**src/rtl/bankmap_pkg.sv**
```systemverilog
package bankmap_pkg;
    localparam int NREG   = 8;
    localparam int SEL_W  = 6;
    localparam int SNAP_W = 8 * (NREG + 1);
    typedef logic [NREG-1:0][7:0] bank_vec_t;
    typedef enum logic [1:0] {
        WIN_R6   = 2'd0,
        WIN_R7   = 2'd1,
        WIN_NEXT = 2'd2,
        WIN_LAST = 2'd3
    } prg_win_e;
endpackage

```
**src/rtl/bankmap_regs.sv**
```systemverilog
module bankmap_regs
    import bankmap_pkg::*;
(
    input  logic              clk,
    input  logic              rst_n,
    input  logic [15:0]       cpu_addr,
    input  logic [7:0]        cpu_data,
    input  logic              cpu_wr,
    input  logic              snap_load,
    input  logic [SNAP_W-1:0] snap_in,
    output logic [SNAP_W-1:0] snap_out,
    output bank_vec_t         bank_o
);
    logic [SEL_W-1:0] sel_q;
    logic             hit;

    assign hit = cpu_wr && cpu_addr[15] && !snap_load;

    always_ff @(posedge clk) begin
        if (!rst_n)
            sel_q <= '0;
        else if (snap_load)
            sel_q <= snap_in[SEL_W-1:0];
        else if (hit && !cpu_addr[0])
            sel_q <= cpu_data[SEL_W-1:0];
    end

    for (genvar g = 0; g < NREG; g++) begin : g_bank
        logic [7:0] q;
        always_ff @(posedge clk) begin
            if (!rst_n)
                q <= '0;
            else if (snap_load)
                q <= snap_in[8*(g+1) +: 8];
            else if (hit && cpu_addr[0] && (sel_q[2:0] == 3'(g)))
                q <= cpu_data;
        end
        assign bank_o[g] = q;
    end

    assign snap_out = {bank_o, {(8-SEL_W){1'b0}}, sel_q};

    // a data write leaves bank-select untouched
    p_sel_keep_r1: assert property (@(posedge clk) disable iff (!rst_n)
        (hit && cpu_addr[0]) |=> $stable(sel_q));
    // writes below $8000 change nothing
    p_low_ignored_r1: assert property (@(posedge clk) disable iff (!rst_n)
        (cpu_wr && !cpu_addr[15] && !snap_load) |=> $stable(snap_out));
    // a load replaces the whole image
    p_load_image_r9: assert property (@(posedge clk) disable iff (!rst_n)
        snap_load |=> (snap_out[SNAP_W-1:8] == $past(snap_in[SNAP_W-1:8]))
                      && (snap_out[7:0] == {2'b00, $past(snap_in[5:0])}));
endmodule

```
**src/rtl/bankmap_prg.sv**
```systemverilog
module bankmap_prg
    import bankmap_pkg::*;
#(
    parameter int PRG_BANK_BITS = 6,
    localparam int PRG_AW = PRG_BANK_BITS + 13
) (
    input  logic              clk,
    input  logic              rst_n,
    input  logic [14:0]       cpu_addr,
    input  logic [7:0]        r6_i,
    input  logic [7:0]        r7_i,
    output logic [PRG_AW-1:0] prg_rom_addr
);
    localparam logic [PRG_BANK_BITS-1:0] LAST = '1;
    localparam logic [PRG_BANK_BITS-1:0] NEXT = LAST - 1'b1;

    prg_win_e                 win;
    logic [PRG_BANK_BITS-1:0] bank;

    assign win = prg_win_e'(cpu_addr[14:13]);

    always_comb begin
        unique case (win)
            WIN_R6:   bank = r6_i[PRG_BANK_BITS-1:0];
            WIN_R7:   bank = r7_i[PRG_BANK_BITS-1:0];
            WIN_NEXT: bank = NEXT;
            WIN_LAST: bank = LAST;
            default:  bank = LAST;
        endcase
    end

    assign prg_rom_addr = {bank, cpu_addr[12:0]};

    // the top window always lands on the last bank
    p_fixed_last_r3: assert property (@(posedge clk) disable iff (!rst_n)
        (cpu_addr[14:13] == 2'b11) |-> (prg_rom_addr[PRG_AW-1:13] == LAST));
endmodule

```
**src/rtl/bankmap_chr.sv**
```systemverilog
module bankmap_chr
    import bankmap_pkg::*;
#(
    parameter int CHR_BANK_BITS = 7,
    localparam int CHR_AW = CHR_BANK_BITS + 10
) (
    input  logic              clk,
    input  logic              rst_n,
    input  logic [12:0]       ppu_addr,
    input  bank_vec_t         bank_i,
    output logic [CHR_AW-1:0] chr_rom_addr
);
    logic [7:0] pair_val;
    logic [7:0] single_val;
    logic [7:0] bank8;

    assign pair_val   = (ppu_addr[11] ? bank_i[1] : bank_i[0]) & 8'h3E;
    assign single_val = bank_i[2 + int'(ppu_addr[11:10])] | 8'h40;

    always_comb begin
        if (ppu_addr[12])
            bank8 = single_val;
        else
            bank8 = pair_val | {7'd0, ppu_addr[10]};
    end

    assign chr_rom_addr = {bank8[CHR_BANK_BITS-1:0], ppu_addr[9:0]};

    if (CHR_BANK_BITS >= 7) begin : g_half_chk
        // upper pattern table always reads the upper CHR half
        p_upper_half_r5: assert property (@(posedge clk) disable iff (!rst_n)
            ppu_addr[12] |-> chr_rom_addr[16]);
        // lower pattern table always reads the lower CHR half
        p_lower_half_r4: assert property (@(posedge clk) disable iff (!rst_n)
            !ppu_addr[12] |-> !chr_rom_addr[16]);
    end
endmodule

```
**src/rtl/bankmap_top.sv**
```systemverilog
module bankmap_top
    import bankmap_pkg::*;
#(
    parameter int PRG_BANK_BITS = 6,
    parameter int CHR_BANK_BITS = 7,
    localparam int PRG_AW = PRG_BANK_BITS + 13,
    localparam int CHR_AW = CHR_BANK_BITS + 10
) (
    input  logic              clk,
    input  logic              rst_n,
    input  logic [15:0]       cpu_addr,
    input  logic [7:0]        cpu_data,
    input  logic              cpu_wr,
    input  logic [12:0]       ppu_addr,
    input  logic              mirror_cfg,
    input  logic              snap_load,
    input  logic [71:0]       snap_in,
    output logic [PRG_AW-1:0] prg_rom_addr,
    output logic [CHR_AW-1:0] chr_rom_addr,
    output logic              mirror_out,
    output logic              irq,
    output logic [71:0]       snap_out
);
    bank_vec_t banks;

    bankmap_regs u_regs (
        .clk       (clk),
        .rst_n     (rst_n),
        .cpu_addr  (cpu_addr),
        .cpu_data  (cpu_data),
        .cpu_wr    (cpu_wr),
        .snap_load (snap_load),
        .snap_in   (snap_in),
        .snap_out  (snap_out),
        .bank_o    (banks)
    );

    bankmap_prg #(.PRG_BANK_BITS(PRG_BANK_BITS)) u_prg (
        .clk          (clk),
        .rst_n        (rst_n),
        .cpu_addr     (cpu_addr[14:0]),
        .r6_i         (banks[6]),
        .r7_i         (banks[7]),
        .prg_rom_addr (prg_rom_addr)
    );

    bankmap_chr #(.CHR_BANK_BITS(CHR_BANK_BITS)) u_chr (
        .clk          (clk),
        .rst_n        (rst_n),
        .ppu_addr     (ppu_addr),
        .bank_i       (banks),
        .chr_rom_addr (chr_rom_addr)
    );

    assign mirror_out = mirror_cfg;
    assign irq        = 1'b0;
endmodule

```
**config.mk**
```make
export PLATFORM = sky130hd
export DESIGN_NAME = bankmap_top
export DESIGN_NICKNAME = d
export VERILOG_FILES = /design/src/rtl/bankmap_pkg.sv /design/src/rtl/bankmap_regs.sv /design/src/rtl/bankmap_prg.sv /design/src/rtl/bankmap_chr.sv /design/src/rtl/bankmap_top.sv
export SDC_FILE = /design/constraint.sdc
export NUM_CORES = 1
export LEC_CHECK = 0
export ABC_CLOCK_PERIOD_IN_PS = 2900
export BUFFER_PORTS_ARGS = -buffer_cell sky130_fd_sc_hd__buf_4
export CORE_MARGIN = 2
export CORE_UTILIZATION = 49
export DETAILED_ROUTE_END_ITERATION = 6
export PLACE_DENSITY = 0.86
export SETUP_SLACK_MARGIN = 0.05
export SLEW_MARGIN = 25
export SYNTH_ARGS = -nofsm -noshare
export SYNTH_HDL_FRONTEND = slang
export SYNTH_SLANG_ARGS = --single-unit
```
**constraint.sdc**
```tcl
create_clock -name clk -period 2.9 [get_ports clk]
set_clock_uncertainty 0.15 [all_clocks]
set_input_delay 0.29 -clock clk [delete_from_list [all_inputs] [get_ports clk]]
set_output_delay 0.29 -clock clk [all_outputs]
set_load 0.05 [all_outputs]
```
After elaboration in Yosys (flattened, before gate mapping)
Index checks and enable logic that the tools add are counted.

storage, ports and cells
  input port bits = 114
  flip-flop bits (word level) = 70
  word-level logic and storage cells = 71

cells by class
  $lt $le $gt $ge = 1
  equal/unequal tests = 10
  add/subtract/negate cells = 1
  bitwise logic cells = 1
  reduce and logical (&&, ||, !) cells = 25
  mux-type cells = 24

operators with widths
  kind                   count
  $mux W8                16
  $lt A32 B5 Y1 const B  1
  $mux W6                5
  $bmux W8 S3            1
  $pmux W6 S4            1
  $reduce_bool A2 Y1     9
  $eq A3 B3 Y1 const B   4
  $logic_and A1 B1 Y1    12
  $mux W7                1
  $eq A3 B2 Y1 const B   2
  $or A6 B1 Y6           1
  $eq A2 B2 Y1 const B   2
  $add A2 B2 Y3 const A  1
  $eq A3 B1 Y1 const B   1
  $logic_not A3 Y1       1
  $eq A2 B1 Y1 const B   1
  $logic_not A1 Y1       2
  $logic_not A2 Y1       1

Longest topological paths before layout
Gate-level depths: netlist of run 1.

  depth in word-level cells = 6
  mapped depth = 6
  mapped depth without buffers = 3

By module
Synthesis of run 1 repeated with hierarchy kept, for this count alone.

unflattened totals
  cell total of the unflattened synthesis = 484
  area total of the unflattened synthesis = 4747.1 µm²

modules (own cells, without submodules)
  module        instances  cells an instance  area an instance (µm²)  seq. area each (µm²)
  bankmap_regs  1          421                4127.7                  1401.3
  bankmap_chr   1          33                 390.4                   0.0
  bankmap_prg   1          27                 210.2                   0.0
  bankmap_top   1          3                  18.8                    0.0

Worst setup path after synthesis of run 1
Ideal clock, no wire load.

  path kind = register to output
  start point = reg u_regs.g_bank[1].q[3]
  end point = out chr_rom_addr[13]
  required time = 2.460 ns
  data arrival time = 1.871 ns
  path slack = 0.589 ns
  stages on the path, launching flop included = 3
  path buffers = 0
  cells stage by stage = dfxtp_1 > mux2i_1 > o21ai_0

between the ends
  cells in the longest elaborated chain, start to end = 4

RTL lines
  what                                        RTL line            text
  start, declared                             bankmap_regs.sv:29  logic [7:0] q;
  start signal, assigned                      bankmap_regs.sv:34  q <= snap_in[8*(g+1) +: 8];
  start signal, assigned                      bankmap_regs.sv:36  q <= cpu_data;
  $bmux W8 S3                                 bankmap_chr.sv:18   assign single_val = bank_i[2 + int'(ppu_addr[11:10])] | 8'h40;
  $mux W6 (implied by the code) (2 in a row)  bankmap_chr.sv:18
  $mux W7 *                                   bankmap_chr.sv:21   if (ppu_addr[12])
  end, declared                               bankmap_top.sv:19   output logic [CHR_AW-1:0] chr_rom_addr,

Mark *: on every way between the ends. The rest lies on a longest branch, timed or not. The select of a mux whose other input is x is not followed.

Worst setup path in the final report of run 1
  start point = reg u_regs.g_bank[5].q[3]
  end point = out chr_rom_addr[13]

between the ends
  cells in the longest elaborated chain, start to end = 4

RTL lines
  what                                        RTL line
  start, declared                             bankmap_regs.sv:29
  start signal, assigned                      bankmap_regs.sv:34
  start signal, assigned                      bankmap_regs.sv:36
  $bmux W8 S3                                 bankmap_chr.sv:18
  $mux W6 (implied by the code) (2 in a row)  bankmap_chr.sv:18
  $mux W7                                     bankmap_chr.sv:21

No other way between the ends. The select of a mux whose other input is x is not followed.

==> results of run 1 <==
-- per-layer routing --
| layer | part of all wire (%) | wire [um] |
|---|---|---|
| met1 | 39 | 5403 |
| met2 | 50 | 6893 |
| met3 | 7.5 | 1027 |
| met4 | 2.7 | 364 |
| met5 | 0 | 0 |
-- worst paths after layout --
kind / start / slack (ns) / endpoint / cells after the start
hold reg to reg: u_regs.sel_q[5] / 0.41 / u_regs.sel_q[5] / 2
setup / recovery: u_regs.g_bank[5].q[3] / 0.90 / chr_rom_addr[13] / 4
hold / removal: snap_in[5] / 0.08 / u_regs.sel_q[5] / 3
setup reg to reg: u_regs.sel_q[2] / 0.99 / u_regs.g_bank[4].q[3] / 3
-- stage by stage --
step / power (mW) / utilization, %
2_1_floorplan: 1.843 / -
3_3_place_gp: 2.052 / 63.32
3_5_place_dp: 2.071 / 63.32
4_1_cts: 2.867 / 65.74
5_1_grt: 2.975 / 65.77
6_report: 2.857 / 65.77
-- area by class of cell --
| class | count | area share, % |
|---|---|---|
| inverters | 2 | 0.1613 |
| well taps | 105 | 2.419 |
| clock buffers | 12 | 2.856 |
| multi-input cells | 276 | 42.46 |
| repair buffers | 181 | 25.48 |
| clock inverters | 4 | 0.8293 |
| flip-flops and latches | 70 | 25.80 |
-- cells in the mapped netlist --
master and instances:
o21ai_1 2, and4b_1 1, buf_4 32, buf_2 17, nand3b_1 1, inv_2 1
clkbuf_1 14, buf_6 7, a31oi_1 1, dfxtp_1 70, mux2i_1 12, clkbuf_2 1
nor2b_1 13, conb_1 1, buf_1 7, and3b_1 3, mux2_2 1, mux4_2 5
and3_1 1, a211oi_2 56, o21ai_0 11, inv_1 1, a21oi_1 71, nor3_2 1
a21o_4 7, nand2_1 5, nand2b_1 1, a211oi_1 72, nor3b_4 3, a21o_1 1
a211o_1 5
-- where the power goes --
part / internal, mW / total [mW] / switching [mW]
Sequential: 1.03 / 1.11 / 0.0726
Combinational: 0.336 / 0.949 / 0.612
Clock: 0.441 / 0.802 / 0.361
Total: 1.81 / 2.86 / 1.05
-- worst min-delay path: cells and delay by family --
family	cells	cell delay [ns]
compound gates	2	0.16
buf+inv	1	0.07
-- state kept, by name (all words and copies together), names as in the netlist --
name and count:
u_regs.g_bank.q 64, u_regs.sel_q 6
-- cells by family (layout without fill, tap and decap cells) --
family	Yosys count	in the layout	share of synthesized area [%]
AOI/OAI and AO/OA	226	226	43.52
buffers and inverters	80	199	11.82
DFF	70	70	33.43
and+or+nand+nor	29	29	5.314
muxes	18	18	5.821
other	1	3	0.08947
==> results.cfg, run 1 <==
[floorplanning]
core_area_um2 = 8258
num_rows = 33
start_util_pct = 50.76
ios = 224
die_y_um = 96.49
die_area_um2 = 9310
die_w_um = 96.49

[final_layout]
multi_input_area_um2 = 2306
ff_latch_area_um2 = 1401
final_cell_mix = buf_4, a211oi_1, a21oi_1, dfxtp_1, a211oi_2
drive_gt1_share_pct = 49.91
areaGrowthSynthToFinish_pct = 29.58
final_common_cell = buf_4
nFillCells = 694
nets = 654
final_area_um2 = 5431
diodes = 0
final_cells = 650

[yosys]
synth.distinct_cells = 31
synth_top_area_share_pct = 33.43
syn-instance-count = 424
syn_area_um2 = 4192
ys_seq_elements = 70
synth.area.top_cells = dfxtp_1, a211oi_2, a211oi_1
synth_warnings = 0
yosys.area.top_type = dfxtp_1
syn_avg_cell_area_um2 = 9.886
seq_area_frac_synth_pct = 33.43

[timing]
fin_hold_ws_ns = 0.07898
fin_crit_sh_pct = 69.10
rsz0062_at_grt = false
finalSetupTns_ns = 0
max_freq_mhz = 499.0
finalSetupViolations = 0
worst_pin_slew_ns = 0.9339
slew_headroom_pct = 37.74
final-hold-violation-count = 0
finalCriticalPeriod_ns = 2.004
fin_ws_ns = 0.8962
slew_viol_final = 0

[place]
dpl_cell_area_um2 = 5229
port_buffers = 172
gp_congestion = 0.8595
place_inst = 634
dp_hpwl_um = 9559
pre_cts_ws_ns = 0.5966

[global_routing]
grt_max_degree = 95
grt-ovfl-total = 0
gr-usage-met2_pct = 49.48
busiest_layer = met2
grtUsageTotal_pct = 29.18
grt_pass1_wl_um = 20450
grt_use_met1_pct = 36.66
antenna_found_initial = 0
grt_pass1_vias = 3854
grt_use_met3_pct = 5.508

[run_status]
status = completed

[cts]
clockBufferDepth = 2
cts.sinks = 70
clk_pin_slew_worst_paths_ns = 0.07
h-tree-depth = 3
root_buffer = clkbuf_8
cts_buffers = 9
cts.repair.resized = 0
holdBufCountCts = 0
postCtsSetupRepairBufs = 0
cts_tree = built
clock_latency_ns = 0.33

[critical_path]
cp_max_fo = 3
cp_slowest_cell = mux4_2
path_buf_inv = 1
cp-start-kind = flip-flop
crit_path_max_incr_delay_ns = 0.47
cp_cell_sequence = mux4_2 > nand2_1 > o21ai_0 > buf_4
crit_type = reg2out
crit_arrival_ns = 1.56
crit_required_ns = 2.46
critPathCaptureType = primary output
cpLargestDelayFamily = multiplexers

[drt]
viasPerCell = 6.186
drt_iter0_drc = 227
ant_nets = 0
drc = 0
drt-total-wl_um = 13690
num_vias = 4021
wl_per_cell_um = 21.06
drt_pass1_iterations = 4

[power_and_ir_drop]
ir_worst_vdd_uv = 244.2
p_leak_nw = 2.237
power_density_nw_per_um2 = 526.0

[worst_hold_path]
hold_path.class = in2reg

[run]
cap_violations = 0
Note: power is estimated with default switching activity, not from simulation.
==> run 2: changes to the inputs <==
--- a/config.mk
+++ b/config.mk
@@ -5,12 +5,13 @@
 export SDC_FILE = /design/constraint.sdc
 export NUM_CORES = 1
 export LEC_CHECK = 0
-export ABC_CLOCK_PERIOD_IN_PS = 2900
+export ABC_AREA = 1
+export ABC_CLOCK_PERIOD_IN_PS = 1700
 export BUFFER_PORTS_ARGS = -buffer_cell sky130_fd_sc_hd__buf_4
 export CORE_MARGIN = 2
-export CORE_UTILIZATION = 49
+export CORE_UTILIZATION = 42
 export DETAILED_ROUTE_END_ITERATION = 6
-export PLACE_DENSITY = 0.86
+export PLACE_DENSITY = 0.78
 export SETUP_SLACK_MARGIN = 0.05
 export SLEW_MARGIN = 25
 export SYNTH_ARGS = -nofsm -noshare
==> constraint.sdc (replaced) <==
create_clock -name clk -period 1.7 [get_ports clk]
set_clock_uncertainty 0.15 [all_clocks]
set_input_delay 0.17 -clock clk [delete_from_list [all_inputs] [get_ports clk]]
set_output_delay 0.17 -clock clk [all_outputs]
set_load 0.05 [all_outputs]
==> run 2 against run 1 <==
Compared with the run above:
- combinational power increased by 91%
- sequential power increased by 67%
- design area increased by 17%
- setup slack got worse by 0.80 ns
- non-clock buffer count increased by 52
- wire length increased by 7.6%
- power increased by 75%
- critical path type unchanged
- critical endpoint is now chr_rom_addr[11]
==> results.cfg, run 2 <==
[critical_path]
crit_required_ns = 1.38
r2r_cells = 5
crit_arrival_ns = 1.29
cp_cell_sequence = inv_1 > nand2_1 > o21ai_0 > buf_4 > o21ai_4 > buf_8
cpLargestDelayFamily = buffers and inverters
path_depth = 6
cp_slowest_cell = dfxtp_2
crit_type = reg2out
crit_path_max_incr_delay_ns = 0.33
path_buf_inv = 3
cp_max_fo = 2
cp-start-kind = flip-flop
critPathCaptureType = primary output

[cts]
clock_latency_ns = 0.35
clk_pin_slew_worst_paths_ns = 0.08
clockBufferDepth = 2
cts.sinks = 70
h-tree-depth = 3
cts_tree = built
root_buffer = clkbuf_8
cts_buffers = 9

[final_layout]
final_area_um2 = 6341
nets = 1007
areaGrowthSynthToFinish_pct = 45.42
top_regs = u_regs.g_bank.q x64, u_regs.sel_q x6
final_cell_mix = nand2_1, buf_4, a21oi_1, nor2_1, inv_1
ff_latch_area_um2 = 1416
diodes = 0
nFillCells = 968
final_common_cell = nand2_1
multi_input_area_um2 = 2365
top_register = u_regs.g_bank.q
largest_reg_flops = 64
drive_gt1_share_pct = 27.95

[yosys]
syn_avg_cell_area_um2 = 6.065
synth_adder_area_share_pct = 0
seq_area_frac_synth_pct = 32.14
syn-instance-count = 719
synth_top_family_by_area = simple AND/OR/NAND/NOR gates
yosys.area.top_type = dfxtp_1
async_flop_share_pct = 0
synth_top_area_share_pct = 32.14
yosys.area_share.xor_xnor_pct = 0
synth_warnings = 0
synth_ff_type = dfxtp_1
synth_most_common_cell = nand2_1
synth_mux_area_share_pct = 0
syn_area_um2 = 4360
yosys-top-cells-count = nand2_1, a21oi_1, nor2_1, inv_1, dfxtp_1
synth_compound_area_share_pct = 13.66
yosys.area_share.simple_pct = 37.45
ys_seq_elements = 70
synth_edf_count = 0
synth.distinct_cells = 18
synth.area.top_cells = dfxtp_1, nand2_1, a21oi_1

[drt]
ant_nets = 0
drt_pass1_iterations = 5
num_vias = 5084
drt_iter0_drc = 282
wl_per_cell_um = 14.25
drc = 0
drt-total-wl_um = 14730
viasPerCell = 4.917

[run]
cap_violations = 0

[floorplanning]
die_y_um = 105.9
ios = 224
start_util_pct = 42.81
die_area_um2 = 11210
num_rows = 37
die_w_um = 105.9
core_area_um2 = 10180

[global_routing]
grt-ovfl-total = 0
grt_max_degree = 78
antenna_found_initial = 0
grt_pass1_vias = 4563
grt_pass1_wl_um = 22670
grtUsageTotal_pct = 25.83

[timing]
rsz0062_at_grt = true
fin_hold_ws_ns = 0.007425
slew_headroom_pct = 66.05
max_freq_mhz = 622.5
finalCriticalPeriod_ns = 1.607
final-hold-violation-count = 0
fin_crit_sh_pct = 94.50
slew_viol_final = 0
finalSetupTns_ns = 0
fin_ws_ns = 0.09350
worst_pin_slew_ns = 0.5080
finalSetupViolations = 0

[run_status]
status = completed

[power_and_ir_drop]
ir_worst_vdd_uv = 444.6
p_leak_nw = 3.429
power_mw = 5.002
power_density_nw_per_um2 = 788.8

[place]
port_buffers = 172
gp_congestion = 0.7892
pre_cts_ws_ns = 0.2412
dp_hpwl_um = 9396
dpl_cell_area_um2 = 5597

[worst_hold_path]
worstHoldPathCells = 5
hold_path.class = in2reg
-- run 2: changes by cell type after synthesis, sizes merged, moves of 12 or more --
cell    delta
nor2      +77
nand2    +236
a211oi   -128
mux2i     -12
o21ai     +15
nand3     +69
nor2b     -13
inv       +71
-- run 2: worst paths after layout --
kind / endpoint / slack [ns] / start
worst max-delay path: chr_rom_addr[11] / 0.09 / u_regs.g_bank[1].q[1]
worst min-delay path: u_regs.g_bank[0].q[6] / 0.007 / snap_in[14]
worst max register to register: u_regs.g_bank[3].q[2] / 0.33 / u_regs.sel_q[0]
worst min register to register: u_regs.sel_q[3] / 0.32 / u_regs.sel_q[3]
-- run 2: layout make-up --
type                       count  share of cell area (%)
inverter                      73                   4.361
sequential                    70                   22.34
multi-input combinational    506                   37.29
timing repair buffer         233                   30.45
clock inverter                 4                  0.7498
tap                          136                   2.684
clock buffer                  12                   2.131
-- run 2: timing repair --
item | in CTS | in global routing
gates cloned | 0 | 0
buffers inserted | 0 | 2
hold buffers | 47 | 0
pin swaps | 2 | 7
endpoints found under the setup margin | 5 | 6
resized for setup | 13 | 29
hold endpoints to repair | 47 | 0
-- run 2: per-layer routing --
layer / part of all wire [%] / track usage [%] / vias to the layer above / wire, um
met5: 0 / 0 / - / 0
met4: 1.7 / 7.237 / 0 / 257
met1: 41 / 32.80 / 2297 / 5998
met2: 49 / 43.00 / 199 / 7209
li1: - / - / 2563 / -
met3: 8.6 / 7.235 / 25 / 1268
-- run 2: stage by stage --
step                      util (%)  cells
after floorplan                  -    721
after CTS                    61.61   1033
after detailed placement     54.95    970
final                        62.26   1034
after global placement       54.95    970
after global routing         62.26   1034
-- run 2: kinds of logic (layout without fill, tap and decap cells) --
family / Yosys count / after routing
other: 1 / 3
AOI/OAI and AO/OA: 116 / 116
buffers and inverters: 145 / 322
DFF: 70 / 70
and+or+nand+nor: 387 / 387
-- run 2: where the power goes --
| part | switching, mW | internal [mW] | leakage (nW) |
|---|---|---|---|
| sequential | 0.0852 | 1.77 | 0.585 |
| clock | 0.658 | 0.676 | 0.0904 |
| combinational | 1.15 | 0.662 | 2.75 |
-- run 2: worst reg2reg max path: cells and delay by family (launching register included) --
kind / cells / cell delay [ns]
DFF: 1 / 0.42
AOI/OAI and AO/OA: 1 / 0.19
and+or+nand+nor: 4 / 0.51
